**config.mk**
```make
export PLATFORM = sky130hd
export DESIGN_NAME = blk_reply_responder
export DESIGN_NICKNAME = d
export VERILOG_FILES = /design/src/rtl/blk_reply_pkg.sv /design/src/rtl/reply_classify.sv /design/src/rtl/reply_serializer.sv /design/src/rtl/blk_size_store.sv /design/src/rtl/blk_reply_responder.sv
export SDC_FILE = /design/constraint.sdc
export NUM_CORES = 1
export LEC_CHECK = 0
export BUFFER_PORTS_ARGS = -buffer_cell sky130_fd_sc_hd__buf_2
export CORE_MARGIN = 10
export CORE_UTILIZATION = 48
export CTS_CLUSTER_SIZE = 12
export DETAILED_ROUTE_END_ITERATION = 10
export HOLD_SLACK_MARGIN = 0.05
export PLACE_DENSITY = 0.85
export SLEW_MARGIN = 10
export SYNTH_ARGS = -nofsm -noshare
export SYNTH_HDL_FRONTEND = slang
export SYNTH_SLANG_ARGS = --single-unit
export TNS_END_PERCENT = 10
```
**constraint.sdc**
```tcl
create_clock -name clk -period 2.1 [get_ports clk]
set_input_delay 0.315 -clock clk [delete_from_list [all_inputs] [get_ports clk]]
set_output_delay 0.315 -clock clk [all_outputs]
set_load 0.03 [all_outputs]
```
**src/rtl/blk_reply_pkg.sv**
```systemverilog
package blk_reply_pkg;

  localparam int BYTE_W = 8;
  localparam int NIB_W  = BYTE_W / 2;

  // Control byte bit positions used for classification and reply forming
  localparam int CB_KIND_HI  = 7;
  localparam int CB_SEQ_IN   = 6;
  localparam int CB_CHAIN    = 5;
  localparam int CB_SUP_RESP = 5;

  localparam logic [BYTE_W-1:0] SUP_SIZE_REQ = 8'hC1;
  localparam logic [BYTE_W-1:0] SUP_WAIT_REQ = 8'hC3;

  typedef enum logic [1:0] {
    RK_NONE = 2'd0,
    RK_ACK  = 2'd1,
    RK_ERR  = 2'd2,
    RK_SUP  = 2'd3
  } rkind_t;

  function automatic logic [BYTE_W-1:0] nib_swap(input logic [BYTE_W-1:0] b);
    return {b[NIB_W-1:0], b[BYTE_W-1:NIB_W]};
  endfunction

endpackage

```
**src/rtl/reply_classify.sv**
```systemverilog
module reply_classify
  import blk_reply_pkg::*;
(
  input  logic [BYTE_W-1:0] addr,
  input  logic [BYTE_W-1:0] ctrl,
  input  logic [BYTE_W-1:0] len,
  input  logic [BYTE_W-1:0] data,
  input  logic              bad,
  output rkind_t            kind,
  output logic [BYTE_W-1:0] r_addr,
  output logic [BYTE_W-1:0] r_ctrl,
  output logic [BYTE_W-1:0] r_len,
  output logic [BYTE_W-1:0] r_data,
  output logic              r_has_data,
  output logic              size_req
);

  logic seq;
  logic sup_req;

  always_comb begin
    seq     = ctrl[CB_SEQ_IN];
    sup_req = ((ctrl == SUP_SIZE_REQ) || (ctrl == SUP_WAIT_REQ)) &&
              (len == BYTE_W'(1));
    r_addr     = nib_swap(addr);
    kind       = RK_NONE;
    r_ctrl     = '0;
    r_len      = '0;
    r_data     = '0;
    r_has_data = 1'b0;
    size_req   = 1'b0;
    if (bad) begin
      kind   = RK_ERR;
      r_ctrl = {3'b100, seq, 4'b0001};
    end else if (!ctrl[CB_KIND_HI] && ctrl[CB_CHAIN]) begin
      kind   = RK_ACK;
      r_ctrl = {3'b100, seq, 4'b0000};
    end else if (sup_req) begin
      kind       = RK_SUP;
      r_ctrl     = ctrl | (BYTE_W'(1) << CB_SUP_RESP);
      r_len      = len;
      r_data     = data;
      r_has_data = 1'b1;
      size_req   = (ctrl == SUP_SIZE_REQ);
    end
  end

endmodule

```
**src/rtl/reply_serializer.sv**
```systemverilog
module reply_serializer
  import blk_reply_pkg::*;
#(
  parameter int MAX_BYTES = 5
) (
  input  logic              clk,
  input  logic              rst,
  input  logic              start,
  input  logic [BYTE_W-1:0] b_addr,
  input  logic [BYTE_W-1:0] b_ctrl,
  input  logic [BYTE_W-1:0] b_len,
  input  logic [BYTE_W-1:0] b_data,
  input  logic              has_data,
  input  logic              tx_ready,
  output logic              tx_valid,
  output logic [BYTE_W-1:0] tx_byte,
  output logic              busy
);

  localparam int IW = $clog2(MAX_BYTES);
  localparam logic [IW-1:0] LAST_SHORT = IW'(MAX_BYTES - 2);
  localparam logic [IW-1:0] LAST_LONG  = IW'(MAX_BYTES - 1);

  logic [BYTE_W-1:0] frame_q [MAX_BYTES];
  logic [IW-1:0]     idx_q;
  logic [IW-1:0]     last_q;
  logic              busy_q;
  logic [BYTE_W-1:0] lrc;

  assign lrc = b_addr ^ b_ctrl ^ b_len ^ (has_data ? b_data : '0);

  // Frame storage, no reset, so it maps to plain registers or distributed RAM
  always_ff @(posedge clk) begin
    if (start && !busy_q) begin
      frame_q[0] <= b_addr;
      frame_q[1] <= b_ctrl;
      frame_q[2] <= b_len;
      frame_q[3] <= has_data ? b_data : lrc;
      frame_q[4] <= lrc;
    end
  end

  always_ff @(posedge clk) begin
    if (rst) begin
      busy_q <= 1'b0;
      idx_q  <= '0;
      last_q <= '0;
    end else if (!busy_q) begin
      if (start) begin
        busy_q <= 1'b1;
        idx_q  <= '0;
        last_q <= has_data ? LAST_LONG : LAST_SHORT;
      end
    end else if (tx_ready) begin
      if (idx_q == last_q) begin
        busy_q <= 1'b0;
        idx_q  <= '0;
      end else begin
        idx_q <= idx_q + IW'(1);
      end
    end
  end

  assign busy     = busy_q;
  assign tx_valid = busy_q;
  assign tx_byte  = frame_q[idx_q];


  held_byte_chk: assert property (@(posedge clk) disable iff (rst)
    (tx_valid && !tx_ready) |=> (tx_valid && $stable(tx_byte)));


  busy_drop_chk: assert property (@(posedge clk) disable iff (rst)
    $fell(busy) |-> $past(tx_valid && tx_ready));

endmodule

```
**src/rtl/blk_size_store.sv**
```systemverilog
module blk_size_store
  import blk_reply_pkg::*;
#(
  parameter logic [BYTE_W-1:0] RESET_SIZE = 8'h20
) (
  input  logic              clk,
  input  logic              rst,
  input  logic              load,
  input  logic [BYTE_W-1:0] din,
  output logic [BYTE_W-1:0] size_q
);

  always_ff @(posedge clk) begin
    if (rst)       size_q <= RESET_SIZE;
    else if (load) size_q <= din;
  end


  size_reset_chk: assert property (@(posedge clk)
    rst |=> (size_q == RESET_SIZE));


  size_hold_chk: assert property (@(posedge clk) disable iff (rst)
    !load |=> $stable(size_q));


  size_load_chk: assert property (@(posedge clk) disable iff (rst)
    load |=> (size_q == $past(din)));

endmodule

```
**src/rtl/blk_reply_responder.sv**
```systemverilog
module blk_reply_responder
  import blk_reply_pkg::*;
#(
  parameter int                MAX_BYTES  = 5,
  parameter logic [BYTE_W-1:0] RESET_SIZE = 8'h20
) (
  input  logic              clk,
  input  logic              rst,
  input  logic              frm_valid,
  input  logic [BYTE_W-1:0] frm_addr,
  input  logic [BYTE_W-1:0] frm_ctrl,
  input  logic [BYTE_W-1:0] frm_len,
  input  logic [BYTE_W-1:0] frm_data,
  input  logic              frm_bad,
  input  logic              tx_ready,
  output logic              tx_valid,
  output logic [BYTE_W-1:0] tx_byte,
  output logic              busy,
  output logic              fwd_strobe,
  output logic [BYTE_W-1:0] blk_size
);

  rkind_t            kind;
  logic [BYTE_W-1:0] r_addr, r_ctrl, r_len, r_data;
  logic              r_has_data;
  logic              size_req;
  logic              accept;
  logic              fwd_q;

  reply_classify u_cls (
    .addr       (frm_addr),
    .ctrl       (frm_ctrl),
    .len        (frm_len),
    .data       (frm_data),
    .bad        (frm_bad),
    .kind       (kind),
    .r_addr     (r_addr),
    .r_ctrl     (r_ctrl),
    .r_len      (r_len),
    .r_data     (r_data),
    .r_has_data (r_has_data),
    .size_req   (size_req)
  );

  assign accept = frm_valid && !busy;

  reply_serializer #(.MAX_BYTES(MAX_BYTES)) u_ser (
    .clk      (clk),
    .rst      (rst),
    .start    (accept && (kind != RK_NONE)),
    .b_addr   (r_addr),
    .b_ctrl   (r_ctrl),
    .b_len    (r_len),
    .b_data   (r_data),
    .has_data (r_has_data),
    .tx_ready (tx_ready),
    .tx_valid (tx_valid),
    .tx_byte  (tx_byte),
    .busy     (busy)
  );

  blk_size_store #(.RESET_SIZE(RESET_SIZE)) u_size (
    .clk    (clk),
    .rst    (rst),
    .load   (accept && size_req),
    .din    (frm_data),
    .size_q (blk_size)
  );

  always_ff @(posedge clk) begin
    if (rst) fwd_q <= 1'b0;
    else     fwd_q <= accept && (kind == RK_NONE);
  end

  assign fwd_strobe = fwd_q;


  fwd_no_reply_chk: assert property (@(posedge clk) disable iff (rst)
    fwd_strobe |-> !busy);


  busy_ignore_chk: assert property (@(posedge clk) disable iff (rst)
    (busy && frm_valid) |=> !fwd_strobe);


  fwd_pulse_chk: assert property (@(posedge clk) disable iff (rst)
    fwd_strobe |=> !fwd_strobe || $past(frm_valid));

endmodule

```
## Word level (Yosys, flattened, before mapping)

Memory sizes are Yosys's and may differ from the RTL's. A register that Yosys moved wholly into a read port is not among the register bits.
Cells that the tools add are included.
Widths: inputs -> output; s select.

| cells by class | value |
|---|---|
| equal/unequal tests | 5 |
| mux-type cells | 33 |
| bitwise logic cells | 4 |
| reduce and logical (&&, ||, !) cells | 15 |
| $add $sub $neg | 1 |

Operator list:

| cell | number |
|---|---|
| $mux 8 | 11 |
| $xor 8x8->8 | 3 |
| $mux 3 | 7 |
| $eq 8x8->1 const B | 2 |
| $mux 1 | 12 |
| $eq 8x1->1 const B | 1 |
| $logic_and 1x1->1 | 7 |
| $mux 2 | 3 |
| $reduce_and 2->1 | 2 |
| $reduce_bool 2->1 | 2 |
| $add 3x1->3 const B | 1 |
| $eq 3x3->1 | 1 |
| $logic_not 1->1 | 2 |
| $logic_not 2->1 | 1 |
| $ne 2x2->1 const B | 1 |
| $logic_or 1x1->1 | 1 |
| $not 1->1 | 1 |

| word-level totals | value |
|---|---|
| memories | 1 |
| flip-flop bits (word level) | 16 |
| output and inout port bits | 19 |
| input port bits | 37 |
| bits in writable memories | 40 |
| word-level logic and storage cells | 64 |

Memory list:

| name | words | width | read ports | clocked after Yosys merged registers in | write ports | line | RTL |
|---|---|---|---|---|---|---|---|
| u_ser.frame_q | 5 | 8 | 1 | 1 | 5 | reply_serializer.sv:24 | `logic [BYTE_W-1:0] frame_q [MAX_BYTES];` |

## Depth between registers and ports, before layout

Gate-level depths: netlist of run 1.

| depth | value |
|---|---|
| depth in word-level cells | 12 |
| gate-level depth with buffers | 8 |
| depth with buffers taken out | 6 |

## Modules after synthesis

From an unflattened synthesis of run 1, not the netlist that was laid out.

| second synthesis, totals | value |
|---|---|
| cell total of the unflattened synthesis | 229 |
| area total of the unflattened synthesis | 2867.8 sq um |

Modules (own cells, without submodules):

| module | times used | area an instance (sq um) | cells each |
|---|---|---|---|
| reply_serializer | 1 | 2132.0 | 138 |
| reply_classify | 1 | 384.1 | 58 |
| blk_size_store | 1 | 290.3 | 26 |
| blk_reply_responder | 1 | 61.3 | 7 |

## Worst setup path before layout of run 1

Ideal clock, no wire load.

| path | value |
|---|---|
| path kind | in2reg |
| from | input port frm_len[1] |
| to | memory u_ser.frame_q[0][0] (enable) |
| arrival time | 1772 ps |
| path slack | -67 ps |
| stages on the path | 5 |
| buffers on the path | 0 |
| library setup time | 395 ps |
| path through | nor4b_2 -> nand4_2 -> nand2_1 -> nand2_1 -> inv_1 |

RTL lines:

| item | line | RTL |
|---|---|---|
| from (decl) | blk_reply_responder.sv:12 | `input logic [BYTE_W-1:0] frm_len,` |
| to (decl) | reply_serializer.sv:24 |  |

==> impl_metrics.ini, run 1 <==
[timing]
layout_min_cycle_time_ns = 2.05
finalSetupViolCount = 0
max_freq_mhz = 488
hold_viol_final = 0
skew_ns = 0.00728
min_period_over_period_pct = 97.7
timing.hold.ws_ns = 0.181
rsz0062_at_grt = yes
report.final.slew_viol_count = 0

[critical_path]
path_class = reg -> out
ff2ff_setup_slack_ns = 0.59
arrival_ns = 1.74
setup.worst_path.start_class = register
crit_fanout = 3
timing.rr.end = u_size.size_q[5]
ff2ff_path_depth = 3
required_ns = 1.78
cp-end-kind = output pin
worst_r2r_startpoint = u_ser.busy

[routing]
postRouteAntennaNets = 0
drtIter0Drc = 95
drc = 0
viasPerCell = 4.96
dr.pass1.iters = 5
wl_per_cell_um = 15.9
vias = 1676
drt_wl_total_mm = 5.36

[clocking]
tritoncts = done
cts_max_level = 3
cts.repair.resized = 7
clock_path_buffers = 2
cts_sinks = 58
holdBufCountCts = 0
cts_made_buffers = 9
postCtsSetupBuffers = 0
root_buffer = clkbuf_8
worst_skew_pair.late_latency_ns = 0.34
path_clk_slew_ns = 0.06

[yosys]
netlist_instances = 193
synthFlopType = edfxtp_1
avgSynthCellArea_um2 = 13.2
synth_top_family_by_area = multiplexers
yosys.area_share.simple_pct = 14.0
seq_area_frac_synth_pct = 61.1
synthesis.area_um2 = 2560
synth_compound_area_share_pct = 2.89
synth-seq-cells = 58
synth-adder-area-share_pct = 0.489
synth.mux.area_fraction_pct = 14.1
yosys_warnings = 0
synth_xor_area_share_pct = 4.11
synth_cell_type_count = 40
async_flop_share_pct = 0
synth_edf_count = 40

[power]
p_leak_uw = 0.00135
power_uw = 2490
ir_drop_v = 0.000544
power.density_nw_per_um2 = 780

[floorplanning]
ios = 56
coreArea_um2 = 5140
die_h_um = 93.0
die_width_um = 93.0
start_util_pct = 49.7
dieArea_um2 = 8640
rows = 26

[placement]
gp_routability_congestion = 0.783
dp_cells = 322
port_buffers = 55
dpl.hpwl_mm = 3.91

[final_layout]
final_cell_mix = buf_2 (47), edfxtp_1 (40), nand2_1 (24), dfxtp_1 (16), nor2_1 (14)
area_growth_pct = 25.1
layout.cells.non_filler = 338
antenna_cells = 0
nets = 301
layout_commonest_cell = buf_2
drive_above_1_share_pct = 37.3
fillers = 433

[run_status]
status = finished, final reports clean

[global_route]
antenna_found_initial = 0
grt_pass1_vias = 1776
grt_max_degree = 41
track_usage_pct = 13.5
overflow = 0
grt_pass1_wl_mm = 8.84

[min_path]
worstHoldPathCells = 1
worst_hold_path.endpoint = u_ser.frame_q[0][4]
hold_path_class = in -> reg
holdCritStartpoint = frm_addr[0]

[flow_run]
cap_violations = 0
==> per-stage QoR <==
step	util, %	cell area [µm²]	TNS (ns)	setup WS, ns
2_1_floorplan	-	2590	0	0.176
5_1_grt	62.2	3200	-0.0343	-0.0112
3_5_place_dp	57.4	2950	0	0.0530
3_3_place_gp	57.4	2950	0	0.147
6_report	62.2	3200	0	0.0490
4_1_cts	61.3	3150	0	0.00370
==> power breakdown <==
group / internal, µW / switching (µW)
Clock: 539 / 442
Combinational: 98.2 / 121
Sequential: 1280 / 14.4
Total: 1920 / 577
==> final cells by class <==
type	count	area, µm²	area share (%)
inverter	7	30.0	0.939
clock buffer	10	128	3.99
tap	70	87.6	2.74
sequential	58	1560	48.9
multi-input combinational	127	945	29.5
timing repair buffer	60	387	12.1
clock inverter	6	57.6	1.80
==> synth_stat cells, types with 3 or more instances <==
| cell | instances | share of area (%) |
|---|---|---|
| xor2_1 | 5 | 1.7 |
| mux4_2 | 8 | 7.0 |
| nor2_1 | 14 | 2.1 |
| nand3_1 | 3 | 0.59 |
| xnor2_1 | 7 | 2.4 |
| edfxtp_1 | 40 | 47 |
| o21ai_0 | 6 | 1.2 |
| nand2_1 | 24 | 3.5 |
| a21oi_1 | 4 | 0.78 |
| dfxtp_1 | 18 | 14 |
| nand2b_1 | 3 | 0.73 |
| inv_1 | 7 | 1.0 |
| clkbuf_1 | 4 | 0.59 |
| mux2_2 | 8 | 3.5 |
| mux2i_1 | 9 | 3.5 |
| nor3_1 | 4 | 0.78 |
==> worst max path at each step <==
| stage | start | end | slack [ns] |
|---|---|---|---|
| 2_1_floorplan | register | tx_byte[0] | 0.18 |
| 3_3_place_gp | frm_len[1] | u_ser.frame_q[4][3] | 0.15 |
| 3_5_place_dp | frm_len[1] | u_ser.frame_q[4][2] | 0.05 |
| 4_1_cts | register | tx_byte[2] | 0.004 |
| 5_1_grt | register | tx_byte[6] | -0.01 |
| 6_report | register | tx_byte[0] | 0.05 |
==> critical path, cell delays in order (launching register included) <==
cell and delay [ns]:
dfxtp_2 0.35, buf_6 0.13, mux4_2 0.50, mux2_2 0.29, buf_6 0.14
==> logic make-up after synthesis <==
family | after synthesis
AO/OA/AOI/OAI | 13
XOR/XNOR | 12
adder cells (fa/ha/maj) | 1
buffers and inverters | 16
flip-flops | 58
multiplexers | 25
other | 1
AND/OR/NAND/NOR | 67
==> metal layers <==
layer	track usage, %	share of wire, %	vias up	wire length, µm
met1	15.5	41	790	2190
met2	22.0	52	50	2780
met3	3.68	5.0	9	269
met4	8.23	2.1	0	113
li1	-	-	827	-
met5	0	0	-	0
==> flip-flops by register name (all words and copies together) (netlist names), named ones only <==
name	cells
fwd_strobe	1
u_ser.busy	1
u_ser.frame_q	40
u_ser.idx_q	3
u_ser.last_q	2
u_size.size_q	8
Note: power is estimated with default switching activity, not from simulation.
==> run 2: changes to the inputs <==
Settings changed: CORE_UTILIZATION 48 to 58, PLACE_DENSITY 0.85 to 0.94.
Clock period 2.1 ns to 2.4 ns, I/O delays scaled along.
==> impl_metrics.ini, run 2 (same netlist as run 1, synthesis figures left out) <==
[timing]
hold_viol_final = 0
setup_tns_ns = 0
setup_slack_ns = 0.170
max_freq_mhz = 449
skew_ns = 0.00813
rsz0062_at_grt = no
report.final.slew_viol_count = 0
layout_min_cycle_time_ns = 2.23
finalSetupViolCount = 0
min_period_over_period_pct = 92.9

[power]
ir_drop_v = 0.000371
p_seq_share_pct = 54.5
clockPowerShare_pct = 37.0
power.density_nw_per_um2 = 674
p_leak_uw = 0.00132
comb_power_share_pct = 8.6
power_switching_uw = 452
internal_power_uw = 1630
swShare_pct = 21.7

[clocking]
cts_sinks = 58
clock_path_buffers = 2
tritoncts = done
path_clk_slew_ns = 0.06
worst_skew_pair.late_latency_ns = 0.33
root_buffer = clkbuf_8
cts_made_buffers = 9
postCtsSetupBuffers = 0
cts_max_level = 3

[global_route]
grt_pass1_vias = 1739
grt_max_degree = 41
track_usage_pct = 14.4
grt_pass1_wl_mm = 8.22
overflow = 0
antenna_found_initial = 0

[critical_path]
crit_fanout = 6
setup.worst_path.start_class = register
path_class = reg -> out
required_ns = 2.04
arrival_ns = 1.87
cp-end-kind = output pin
crit_slowest_cell = mux4_2
path_cells = buf_6 -> mux4_2 -> mux2_2 -> buf_2
critPathMaxStageDelay_ns = 0.49

[floorplanning]
start_util_pct = 59.1
dieArea_um2 = 7460
coreArea_um2 = 4320
die_h_um = 86.4
ios = 56
rows = 24
die_width_um = 86.4

[routing]
postRouteAntennaNets = 0
drtIter0Drc = 89
dr.pass1.iters = 4
drc = 0
drt_wl_total_mm = 5.18
viasPerCell = 5.29
vias = 1689
wl_per_cell_um = 16.2

[final_layout]
antenna_cells = 0
regMostFlops = u_ser.frame_q
drive_above_1_share_pct = 34.5
final_cell_mix = buf_2 (55), edfxtp_1 (40), nand2_1 (24), dfxtp_1 (18), nor2_1 (14)
top_regs = u_ser.frame_q (40), u_size.size_q (8), u_ser.idx_q (3)
layout_commonest_cell = buf_2
nets = 300
largest_reg_flops = 40
area_growth_pct = 20.9

[run_status]
status = finished, final reports clean

[flow_run]
cap_violations = 0

[placement]
gp_routability_congestion = 0.859
port_buffers = 55
pre_cts_ws_ns = 0.286
dpl.hpwl_mm = 3.88

[min_path]
hold_path_class = in -> reg
==> run 2: changes by cell type in the layout (fill, tap and decap cells not counted), sizes merged <==
cell	previous run	this run
buf	60	59
clkinvlp	2	0
clkinv	4	0
clkbuf	10	16
inv	6	7
bufinv	1	0
==> run 2: repair_timing <==
item,4_1_cts,5_1_grt
hold buffers,0,0
gates resized for setup,0,1
endpoints found under the setup margin,0,2
==> run 2: worst paths after layout <==
kind,start,slack [ns],to,cells after the start
max reg2reg,u_ser.busy,0.86,u_size.size_q[5],3
min,frm_addr[4],0.23,u_ser.frame_q[0][0],1
min reg2reg,u_size.size_q[5],0.47,u_size.size_q[5],1
max,register,0.17,tx_byte[2],4
==> run 2: power groups by stage <==
stage	combinational [µW]	clock [µW]	sequential (µW)
after floorplan	106	0	1150
after global placement	175	0	1150
after detailed placement	179	0	1150
after CTS	180	784	1130
after global routing	195	838	1140
final	179	769	1130
==> run 2: final cells by class <==
cell class / count / area, µm²
flip-flops and latches: 58 / 1560
fillers: 289 / 1230
multi-input cells: 127 / 945
repair buffers: 59 / 322
clock buffers: 16 / 170
well taps: 52 / 65.1
inverters: 7 / 26.3
==> run 2: critical path: cells and delay by family, from the launching register on <==
kind / cells / cell delay (ns)
buffers and inverters: 2 / 0.36
DFF: 1 / 0.42
muxes: 2 / 0.76
==> run 2: per-stage QoR <==
stage          utilization, %  std cells  hold slack [ns]  power (µW)  cell area, µm²
2_1_floorplan               -        201            0.445        1260            2590
3_3_place_gp             67.4        303            0.448        1330            2920
3_5_place_dp             67.4        303            0.471        1330            2920
4_1_cts                  71.4        319            0.225        2100            3090
5_1_grt                  71.4        319            0.217        2170            3090
6_report                 71.4        319            0.234        2080            3090
==> run 2: layer usage <==
metal | share of wire, % | routed length [µm] | GRT usage, % | up-vias
li1 | - | - | - | 822
met1 | 38 | 1960 | 15.9 | 790
met2 | 53 | 2770 | 24.0 | 70
met3 | 7.5 | 387 | 5.16 | 7
met4 | 1.3 | 67 | 7.22 | 0
met5 | 0 | 0 | 0 | -
